===== src/rtl/sticky_rshift_pkg.sv =====
package sticky_rshift_pkg;
  parameter int WORD_W    = 32;
  parameter int NUM_WORDS = 4;
  parameter int AMT_W     = 8;

  localparam int MANT_W = WORD_W * NUM_WORDS;
  localparam int WSEL_W = $clog2(NUM_WORDS);
  localparam int BSEL_W = $clog2(WORD_W);

  typedef logic [WORD_W-1:0] word_t;
  typedef logic [MANT_W-1:0] mant_t;
endpackage


===== src/rtl/sticky_rshift_words.sv =====
module sticky_rshift_words
  import sticky_rshift_pkg::*;
(
  input  mant_t             mant_i,
  input  logic [WSEL_W-1:0] nwords_i,
  output mant_t             mant_o,
  output logic              sticky_o
);
  word_t src [NUM_WORDS];
  word_t dst [NUM_WORDS];
  logic [NUM_WORDS-1:0] dropped;

  for (genvar g = 0; g < NUM_WORDS; g++) begin : g_word
    word_t pick;
    // word g is the g-th from the top of the fraction
    assign src[g] = mant_i[MANT_W-1-g*WORD_W -: WORD_W];

    always_comb begin
      pick = '0;
      for (int j = 0; j <= g; j++) begin
        if (nwords_i == WSEL_W'(j)) pick = src[g-j];
      end
    end

    assign dst[g] = pick;
    assign mant_o[MANT_W-1-g*WORD_W -: WORD_W] = dst[g];

    // a word leaves the bottom when its index plus the move reaches NUM_WORDS
    assign dropped[g] = (|src[g]) &&
      (({1'b0, nwords_i} + (WSEL_W+1)'(g)) >= (WSEL_W+1)'(NUM_WORDS));
  end

  assign sticky_o = |dropped;

  // a word move that loses nothing is reversible
  always_comb begin
    if (!sticky_o) begin
      a_r9_word_move_lossless: assert ((mant_o << {nwords_i, BSEL_W'(0)}) == mant_i);
    end
  end
endmodule


===== src/rtl/sticky_rshift_bits.sv =====
module sticky_rshift_bits
  import sticky_rshift_pkg::*;
(
  input  mant_t             mant_i,
  input  logic [BSEL_W-1:0] nbits_i,
  output mant_t             mant_o,
  output logic              sticky_o
);
  mant_t stg [BSEL_W+1];
  logic [BSEL_W-1:0] lost;

  assign stg[0] = mant_i;

  for (genvar b = 0; b < BSEL_W; b++) begin : g_stage
    localparam int SH = 1 << b;
    assign stg[b+1] = nbits_i[b] ? (stg[b] >> SH) : stg[b];
    assign lost[b]  = nbits_i[b] && (|stg[b][SH-1:0]);
  end

  assign mant_o   = stg[BSEL_W];
  assign sticky_o = |lost;

  // a sub-word shift with a clear sticky dropped only zero bits
  always_comb begin
    if (!sticky_o) begin
      a_r5_bit_shift_lossless: assert ((mant_o << nbits_i) == mant_i);
    end
  end
endmodule


===== src/rtl/sticky_rshift.sv =====
module sticky_rshift
  import sticky_rshift_pkg::*;
#(
  parameter int SIG_W = 115
) (
  input  logic               clk,
  input  logic               rst,
  input  logic [MANT_W-1:0]  in_mant,
  input  logic [AMT_W-1:0]   in_amt,
  input  logic               in_sticky,
  output logic [MANT_W-1:0]  out_mant,
  output logic               out_sticky
);
  localparam logic [AMT_W-1:0] SAT_AMT = AMT_W'(SIG_W);

  mant_t word_mant, bit_mant;
  logic  word_stk, bit_stk, saturate;

  sticky_rshift_words u_words (
    .mant_i   (in_mant),
    .nwords_i (in_amt[BSEL_W +: WSEL_W]),
    .mant_o   (word_mant),
    .sticky_o (word_stk)
  );

  sticky_rshift_bits u_bits (
    .mant_i   (word_mant),
    .nbits_i  (in_amt[BSEL_W-1:0]),
    .mant_o   (bit_mant),
    .sticky_o (bit_stk)
  );

  assign saturate = (in_amt >= SAT_AMT);

  always_ff @(posedge clk) begin
    if (rst) begin
      out_mant   <= '0;
      out_sticky <= 1'b0;
    end else if (saturate) begin
      out_mant   <= '0;
      out_sticky <= 1'b1;
    end else begin
      out_mant   <= bit_mant;
      out_sticky <= in_sticky | word_stk | bit_stk;
    end
  end

  // armed: the previous edge was not a reset edge
  logic armed;
  always_ff @(posedge clk) begin
    if (rst) armed <= 1'b0;
    else     armed <= 1'b1;
  end

  a_r1_reset_clears: assert property (@(posedge clk)
    $past(rst) |-> (out_mant == '0 && !out_sticky));

  a_r7_saturate: assert property (@(posedge clk) disable iff (rst)
    (armed && $past(in_amt) >= SAT_AMT) |-> (out_mant == '0 && out_sticky));

  a_r6_sticky_kept: assert property (@(posedge clk) disable iff (rst)
    (armed && $past(in_sticky)) |-> out_sticky);

  a_r8_zero_passthru: assert property (@(posedge clk) disable iff (rst)
    (armed && $past(in_amt) == '0) |->
      (out_mant == $past(in_mant) && out_sticky == $past(in_sticky)));

  a_r9_exact_reversible: assert property (@(posedge clk) disable iff (rst)
    (armed && !out_sticky) |-> ((out_mant << $past(in_amt)) == $past(in_mant)));
endmodule


===== config.mk =====
export PLATFORM = sky130hd
export DESIGN_NAME = sticky_rshift
export DESIGN_NICKNAME = d
export VERILOG_FILES = /design/src/rtl/sticky_rshift_pkg.sv /design/src/rtl/sticky_rshift_words.sv /design/src/rtl/sticky_rshift_bits.sv /design/src/rtl/sticky_rshift.sv
export SDC_FILE = /design/constraint.sdc
export NUM_CORES = 1
export LEC_CHECK = 0
export ABC_CLOCK_PERIOD_IN_PS = 5350
export BUFFER_PORTS_ARGS = -buffer_cell sky130_fd_sc_hd__buf_2
export CAP_MARGIN = 10
export CORE_MARGIN = 5
export CORE_UTILIZATION = 50
export CTS_BUF_LIST = sky130_fd_sc_hd__clkbuf_8
export DETAILED_ROUTE_END_ITERATION = 16
export PLACE_DENSITY = 0.74
export SLEW_MARGIN = 20
export SYNTH_ARGS = -nofsm -noshare
export SYNTH_HDL_FRONTEND = slang
export SYNTH_SLANG_ARGS = --single-unit

===== constraint.sdc =====
create_clock -name clk -period 5.35 [get_ports clk]
set_input_delay 1.07 -clock clk [delete_from_list [all_inputs] [get_ports clk]]
set_output_delay 1.07 -clock clk [all_outputs]
set_load 0.01 [all_outputs]

# After elaboration in Yosys (flattened, before gate mapping)
# Cells that the tools add are included.
# op_classes
addsub,3
magnitude_cmp,5
eq_ne,3
n_mux,16
n_bitwise,2
n_reduce_logical,22
# ops
operator,count
$mux 128,4
$mux 32,10
$reduce_or 32->1,4
$mux 112,1
$reduce_or 16->1,1
$ge 3x3->1 const B,3
$logic_and 1x1->1,9
$ge 8x7->1 const B,1
$reduce_or 4->1,2
$reduce_or 8->1,1
$add 2x2->3 const B,2
$reduce_or 5->1,1
$eq 2x2->1 const B,2
$reduce_or 2->1,2
$add 2x1->3 const B,1
$ge 2x3->1 const B,1
$reduce_or 3->1,1
$eq 2x1->1 const B,1
$logic_not 2->1,1
$or 1x1->1,2
$mux 1,1
# word_totals
ff_bits,129
inputBits,139
wordCells,54

# Longest topological paths before layout
# Gate-level depths: netlist of the first run.
# depth
ltp_word,14
ltp_mapped,14
depth_no_buf,7

# By module
# Synthesis of the first run repeated with hierarchy kept, for this count alone.
# hier_totals
cells_unflattened,1695
area_unflattened_um2,15107.0
# modules_own_cells
module,n_inst,cells_each,area_each_um2,seq_area_each_um2
sticky_rshift_bits,1,890,7302.0,0.0
sticky_rshift,1,446,5316.3,2582.5
sticky_rshift_words,1,359,2488.6,0.0

# Least setup slack after synthesis of the first run
# No wires, ideal clock.
# synth_path
path_type,input port to flip-flop
startpoint,input in_amt[5]
endpoint,register out_sticky
setup_time_ps,129
t_arrival_ps,3484
t_required_ps,5221
slack_ps,1736
path_stages,8
path_cell_list,buf_6 -> mux4_2 -> mux4_2 -> mux4_2 -> nor4_2 -> o2111ai_1 -> o41ai_1 -> a31oi_1
# synth_between
elab_chain_cells,14
word_cells_on_any_way,38
classes_between,add/sub: 3; order compare: 5; eq/ne: 3; mux: 9; bitwise: 2; reduce/logical: 16
# synth_lines
item,line_no,text
from (decl),sticky_rshift.sv:9,"input logic [AMT_W-1:0] in_amt,"
$logic_not 2->1,sticky_rshift_words.sv:21,if (nwords_i == WSEL_W'(j)) pick = src[g-j];
$mux 32 (4 in a row),sticky_rshift_words.sv:21,
$mux 128 (4 in a row),sticky_rshift_bits.sv:16,assign stg[b+1] = nbits_i[b] ? (stg[b] >> SH) : stg[b];
$reduce_or 16->1,sticky_rshift_bits.sv:17,assign lost[b] = nbits_i[b] && (|stg[b][SH-1:0]);
$logic_and 1x1->1,sticky_rshift_bits.sv:17,
$reduce_or 5->1,sticky_rshift_bits.sv:21,assign sticky_o = |lost;
$or 1x1->1,sticky_rshift.sv:44,out_sticky <= in_sticky | word_stk | bit_stk;
$mux 1 *,sticky_rshift.sv:39,end else if (saturate) begin
to (signal assigned),sticky_rshift.sv:44,
to (decl),sticky_rshift.sv:12,output logic out_sticky
# Mark *: on every way between the ends. The rest lies on a longest branch, timed or not.
# A chain may end at the register's enable or synchronous reset.

# Worst setup path after layout of the first run
# Ends and elaborated chain as after synthesis.

==> results of run 1 <==
-- worst max path at each step --
stage / start / end / slack, ns / cells after the start
6_report: in_amt[5] / out_sticky / 1.29 / 9
3_3_place_gp: in_amt[6] / out_sticky / 0.88 / 8
2_1_floorplan: in_amt[5] / out_sticky / 1.74 / 8
3_5_place_dp: in_amt[6] / out_sticky / 0.82 / 8
5_1_grt: in_amt[5] / out_sticky / 1.03 / 9
4_1_cts: in_amt[6] / out_sticky / 1.32 / 8
-- kinds of logic after synthesis --
| logic type | synth area share |
|---|---|
| and+or+nand+nor | 0.154 |
| muxes | 0.483 |
| AOI/OAI and AO/OA | 0.115 |
| buffers and inverters | 0.0502 |
| DFF | 0.198 |
-- layout make-up --
cell class	count	area (µm²)
fill	2340	11000
clock inverter	15	144
tap	335	419
clock buffer	17	234
sequential	129	2580
multi-input combinational	1054	9820
inverter	11	47.5
timing repair buffer	306	1650
-- sequential cells by signal, indices dropped and copies added (netlist names) --
name and cells:
out_mant 128, out_sticky 1
-- per-layer routing --
layer | up-vias | GRT usage | part of all wire
met3 | 248 | 0.105 | 0.13
li1 | 5577 | - | -
met1 | 6426 | 0.501 | 0.36
met4 | 2 | 0.228 | 0.071
met5 | - | 0 | 0.00023
met2 | 1177 | 0.581 | 0.43
-- cells in the final DEF (no fill, tap or decap), drive strengths merged, types with 4 or more instances in the layout --
master	Yosys	final
a21oi	35	35
o2bb2ai	15	15
a31oi	5	5
or3	6	6
and2	9	9
o21a	7	7
nand4	10	10
o211a	5	5
or2	5	5
o22ai	4	4
mux4	192	192
nand2	105	105
dfxtp	129	129
nand3	52	52
inv	10	19
clkinvlp	0	4
nor2b	4	4
clkbuf	81	17
o311a	11	11
buf	63	306
nor3	18	18
o21ai	76	76
o22a	10	10
nand2b	19	19
mux2	37	37
nor4	27	27
a211oi	39	39
and3	10	10
mux2i	152	152
nor2	178	178
-- worst max-delay path, cell delays in order --
cell and delay (ns):
buf_4 0.52, buf_4 0.45, mux4_2 0.64, mux4_2 0.50, mux2_2 0.29, mux2i_1 0.19
o2111ai_1 0.15, o41ai_1 0.41, a31oi_1 0.13
-- power groups by stage --
stage | clock network [µW] | registers, µW | logic, µW
2_1_floorplan | 0 | 1060 | 881
3_3_place_gp | 0 | 1040 | 1410
3_5_place_dp | 0 | 1040 | 1410
4_1_cts | 817 | 1020 | 1420
5_1_grt | 851 | 1020 | 1530
6_report | 808 | 1020 | 1470
-- through the flow --
stage	instances	total power (µW)	instance area, µm²	setup WS, ns	utilization
final	1867	3300	14900	1.29	0.575
after global placement	1835	2450	14500	0.883	0.560
after detailed placement	1835	2450	14500	0.822	0.560
after CTS	1867	3250	14900	1.32	0.574
after floorplan	1338	1950	13000	1.74	-
after global routing	1867	3410	14900	1.03	0.575
==> metrics.md, run 1 <==
| Metric | Value |
|---|---|
| Vias per cell | 7.19 |
| Clock sinks | 129 |
| Drt total wl | 57.8 mm |
| Switching Fraction | 0.413 |
| Vias in the first global route | 13,000 |
| Final period util | 0.758 |
| TritonCTS clock tree | yes |
| Lkg Pwr | 0.00616 µW |
| Largest net degree at the start of global routing | 94 |
| DPL Wire Length | 45.4 mm |
| Post-synth cell types | 54 |
| Total core area | 0.0259 mm² |
| Maximum clock path buffer count | 2 |
| Crit-path max FO | 35 |
| Min-delay src | rst |
| CTS Root Cell | clkbuf_8 |
| Min Tclk post-route | 4.06 ns |
| Int Pwr | 1940 µW |
| Total Die Area | 0.0294 mm² |
| CP Data Arrival Time | 4.37 ns |
| Num CTS Buffers | 17 |
| EDFF count, synth | 0 |
| Post-layout nets | 1,658 |
| IO Pins | 268 |
| Drt pass-1 iters | 7 |
| Syn-to-layout area delta | 14.1% |
| FF+latch count, synth | 129 |
| Final ANT Viol Nets | 0 |
| P_sw | 1360 µW |
| Worst Hold Class | input pin to flop |
| Starting Density | 0.504 |
| Min Hold Slack | 0.808 ns |
| CTS clk-pin slew, worst paths | 0.09 ns |
| Syn Area/Cell | 9.75 µm² |
| Die height | 172 µm |
| Routed WL per cell | 30.9 µm |
| Syn nets | 1,477 |
| CTS Hold Buffers Added | 0 |
| I/O Buffers | 267 |
| Tot GR Track Use | 0.386 |
| FFs w/ async S/R, synth | 0 |
| Sequential area share after synthesis | 0.198 |
| Top cell type's share of synthesized area | 0.314 |
| Worst Setup End Kind | flop |
| DR DRC count | 0 |
| Max Transition Viols Final | 0 |
| Worst min-delay path endpoint | out_sticky |
| Synth cell count leaders | mux4_2, nor2_1, mux2i_1, dfxtp_1, nand2_1 |
| Count of final hold-check violations | 0 |
| Synth Cell Area | 0.0130 mm² |
| Worst-margin pin slew | 0.989 ns |
| Worst setup path class | input pin to flop |
| Setup bufs post-CTS | 0 |
| Initial antenna violation count | 2 |
| WP data required | 5.67 ns |
| WHS Path Cells | 2 |
| Max-cap viol count | 0 |
| Gr ovfl total | 0 |
| Reg power frac | 0.309 |
| Synth warnings | 0 |
| VDD IR max | 0.265 mV |
| Final setup violation count | 0 |
| Most frequent cell after synthesis | mux4_2 |
| Power Density | 221 mW/mm² |
| Slew HR | 0.341 |
| Synth Instances | 1,338 |
| Cell Rows | 59 |
| Clk pwr share | 0.245 |
| Comb power frac | 0.446 |
| Post-synth top area cell | mux4_2 |
| Die width | 172 µm |
| Layout cell share with drive strength beyond 1 | 0.369 |
| Iteration-0 DRC Markers | 1,901 |
| Synth area leaders | mux4_2, dfxtp_1, mux2i_1 |
| # H-tree levels | 4 |
| Diode count | 0 |
| Main synth FF type | dfxtp_1 |
| Fmax | 0.247 GHz |
| Via Count | 13,400 |
| First-pass GRT wire length | 83.9 mm |
| Status | complete, no violations |
| Placer Congestion | 1.07 |
| Unrepaired setup endpoints after global routing | no |
| Post-route setup TNS | 0 ns |
| Post-CTS Resized | 0 |
| CP startpoint kind | input pin |
Note: power is estimated with default switching activity, not from simulation.
==> run 2: changes to the inputs <==
- ABC_AREA: not set -> 1
- ABC_CLOCK_PERIOD_IN_PS: 5350 -> 3540
- PLACE_DENSITY: 0.74 -> 0.78
- clock period: 5.35 -> 3.54 ns (I/O delays scaled with it)
==> run 2 against run 1 <==
Worst setup slack worse by 0.70 ns. Clock-buffer cell count up 1. Hold slack worse by 0.38 ns. First-iteration DRC count up 38%. Combinational power up 25%. Via count up 18%. Critical path type unchanged. Critical endpoint is now out_mant[17]. Largest cell class unchanged. Highest routed layer is now met4.
==> metrics.md, run 2 <==
| Metric | Value |
|---|---|
| DP Worst Slack | 0.309 ns |
| Main synth FF type | dfxtp_1 |
| TritonCTS clock tree | yes |
| Syn-to-layout area delta | 16.0% |
| Sequential area share after synthesis | 0.222 |
| Comb power frac | 0.390 |
| Synth area leaders | nand2_1, dfxtp_1, nand3_1 |
| Most common cell after layout, fill and taps aside | nand2_1 |
| CP Data Arrival Time | 3.26 ns |
| Cell Rows | 55 |
| Initial antenna violation count | 0 |
| Final setup violation count | 0 |
| Most frequent cell after synthesis | nand2_1 |
| VDD IR max | 0.248 mV |
| Commonest non-fill, non-tap cells in the layout | nand2_1, nand3_1, buf_2 |
| EDFF count, synth | 0 |
| Fmax | 0.339 GHz |
| Worst-margin pin slew | 0.741 ns |
| Via Count | 15,800 |
| Final period util | 0.833 |
| Drt total wl | 56.3 mm |
| Clk pwr share | 0.280 |
| Total Die Area | 0.0264 mm² |
| Die width | 163 µm |
| CP startpoint kind | input pin |
| Int Pwr | 2730 µW |
| DR DRC count | 0 |
| Post-layout nets | 2,374 |
| Vias per cell | 6.19 |
| Post-synth cell types | 34 |
| Syn nets | 2,221 |
| Worst Setup End Kind | flop |
| End point of the critical path | out_mant[17] |
| Post-synth top area cell | nand2_1 |
| Final worst setup slack | 0.593 ns |
| Unrepaired setup endpoints after global routing | no |
| Top cell type's share of synthesized area | 0.226 |
| Iteration-0 DRC Markers | 2,628 |
| Reg power frac | 0.330 |
| Lkg Pwr | 0.00669 µW |
| WP data required | 3.86 ns |
| Min Tclk post-route | 2.95 ns |
| Worst Hold Class | input pin to flop |
| Post-CTS Resized | 0 |
| Vias in the first global route | 13,900 |
| Crit. Startpoint | in_amt[5] |
| Crit-path max FO | 15 |
| Max reg flops | 128 |
| Clock sinks | 129 |
| Placer Congestion | 1.09 |
| Largest registers | out_mant x128, out_sticky x1 |
| FFs w/ async S/R, synth | 0 |
| Max-cap viol count | 0 |
| P_sw | 1980 µW |
| I/O Buffers | 267 |
| CTS Hold Buffers Added | 0 |
| Largest Register | out_mant |
| Synth cell count leaders | nand2_1, nand3_1, o21ai_0, dfxtp_1, inv_1 |
| Routed WL per cell | 22.0 µm |
| Starting Density | 0.511 |
| # H-tree levels | 4 |
| CTS clk-pin slew, worst paths | 0.08 ns |
| Worst setup path class | input pin to flop |
| Largest net degree at the start of global routing | 122 |
| DPL Wire Length | 44.8 mm |
| IO Pins | 268 |
| Total core area | 0.0228 mm² |
| Synth warnings | 0 |
| Switching Fraction | 0.420 |
| FF+latch count, synth | 129 |
| Num CTS Buffers | 17 |
| Maximum clock path buffer count | 2 |
| CTS Root Cell | clkbuf_8 |
| Tot GR Track Use | 0.405 |
| Syn Area/Cell | 5.59 µm² |
| Post-route setup TNS | 0 ns |
| Max Transition Viols Final | 0 |
| Die height | 163 µm |
| WHS Path Cells | 2 |
| Synth Instances | 2,082 |
| Setup bufs post-CTS | 0 |
| Final ANT Viol Nets | 0 |
| Diode count | 0 |
| First-pass GRT wire length | 83.0 mm |
| Power Density | 349 mW/mm² |
| Status | complete, no violations |
| Synth Cell Area | 0.0116 mm² |
| Count of final hold-check violations | 0 |
| Gr ovfl total | 0 |
| Slew HR | 0.501 |
| Layout cell share with drive strength beyond 1 | 0.157 |
| Drt pass-1 iters | 6 |
## run 2: routing by layer
layer / track usage / wire length, µm
met1: 0.581 / 23300
met3: 0.108 / 8000
met4: 0.180 / 3060
met5: 0 / 0
met2: 0.566 / 21900
## run 2: worst min path at each step
stage / start / endpoint / slack, ns
CTS: rst / out_sticky / 0.42
detailed placement: rst / out_sticky / 0.88
global route: rst / out_sticky / 0.44
floorplan: rst / out_sticky / 0.78
finish: rst / out_sticky / 0.43
global placement: rst / out_sticky / 0.88
## run 2: final cells by class
cell class,count,area [µm²]
Clock buffer,18,248
Clock inverter,14,166
Fill cell,2338,9270
Inverter,129,488
Multi-Input combinational cell,1656,7890
Sequential cell,129,2580
Tap cell,313,392
Timing Repair Buffer,302,1740
## run 2: power by group through the flow
stage / Clock, µW / Sequential, µW / Combinational, µW
floorplan: 0 / 1630 / 1040
global placement: 0 / 1590 / 1730
detailed placement: 0 / 1590 / 1750
CTS: 1310 / 1550 / 1750
global route: 1390 / 1560 / 1960
finish: 1320 / 1550 / 1840
## run 2: through the flow
stage | power, µW | utilization | instances | hold WS (ns) | area, µm²
after floorplan | 2660 | - | 2082 | 0.777 | 11600
after global placement | 3320 | 0.575 | 2529 | 0.879 | 13100
after detailed placement | 3330 | 0.575 | 2529 | 0.879 | 13100
after CTS | 4620 | 0.593 | 2561 | 0.418 | 13500
after global routing | 4920 | 0.593 | 2561 | 0.440 | 13500
final | 4710 | 0.593 | 2561 | 0.427 | 13500
## run 2: cell families after synthesis
| family | after synthesis | synth area share |
|---|---|---|
| muxes | 54 | 0.0464 |
| AOI/OAI and AO/OA | 470 | 0.222 |
| DFF | 129 | 0.222 |
| buffers and inverters | 297 | 0.102 |
| and+or+nand+nor | 1132 | 0.408 |
## run 2: worst max-delay path, stage by stage
cell and delay, ns:
buf_2 0.29, inv_2 0.06, nand2_1 0.51, o221ai_1 0.38, nand2_1 0.14, o21ai_1 0.10
o21ai_0 0.27, nor2_1 0.06, a31oi_1 0.39, nand2_1 0.14, nand3_1 0.10, o21ai_0 0.09
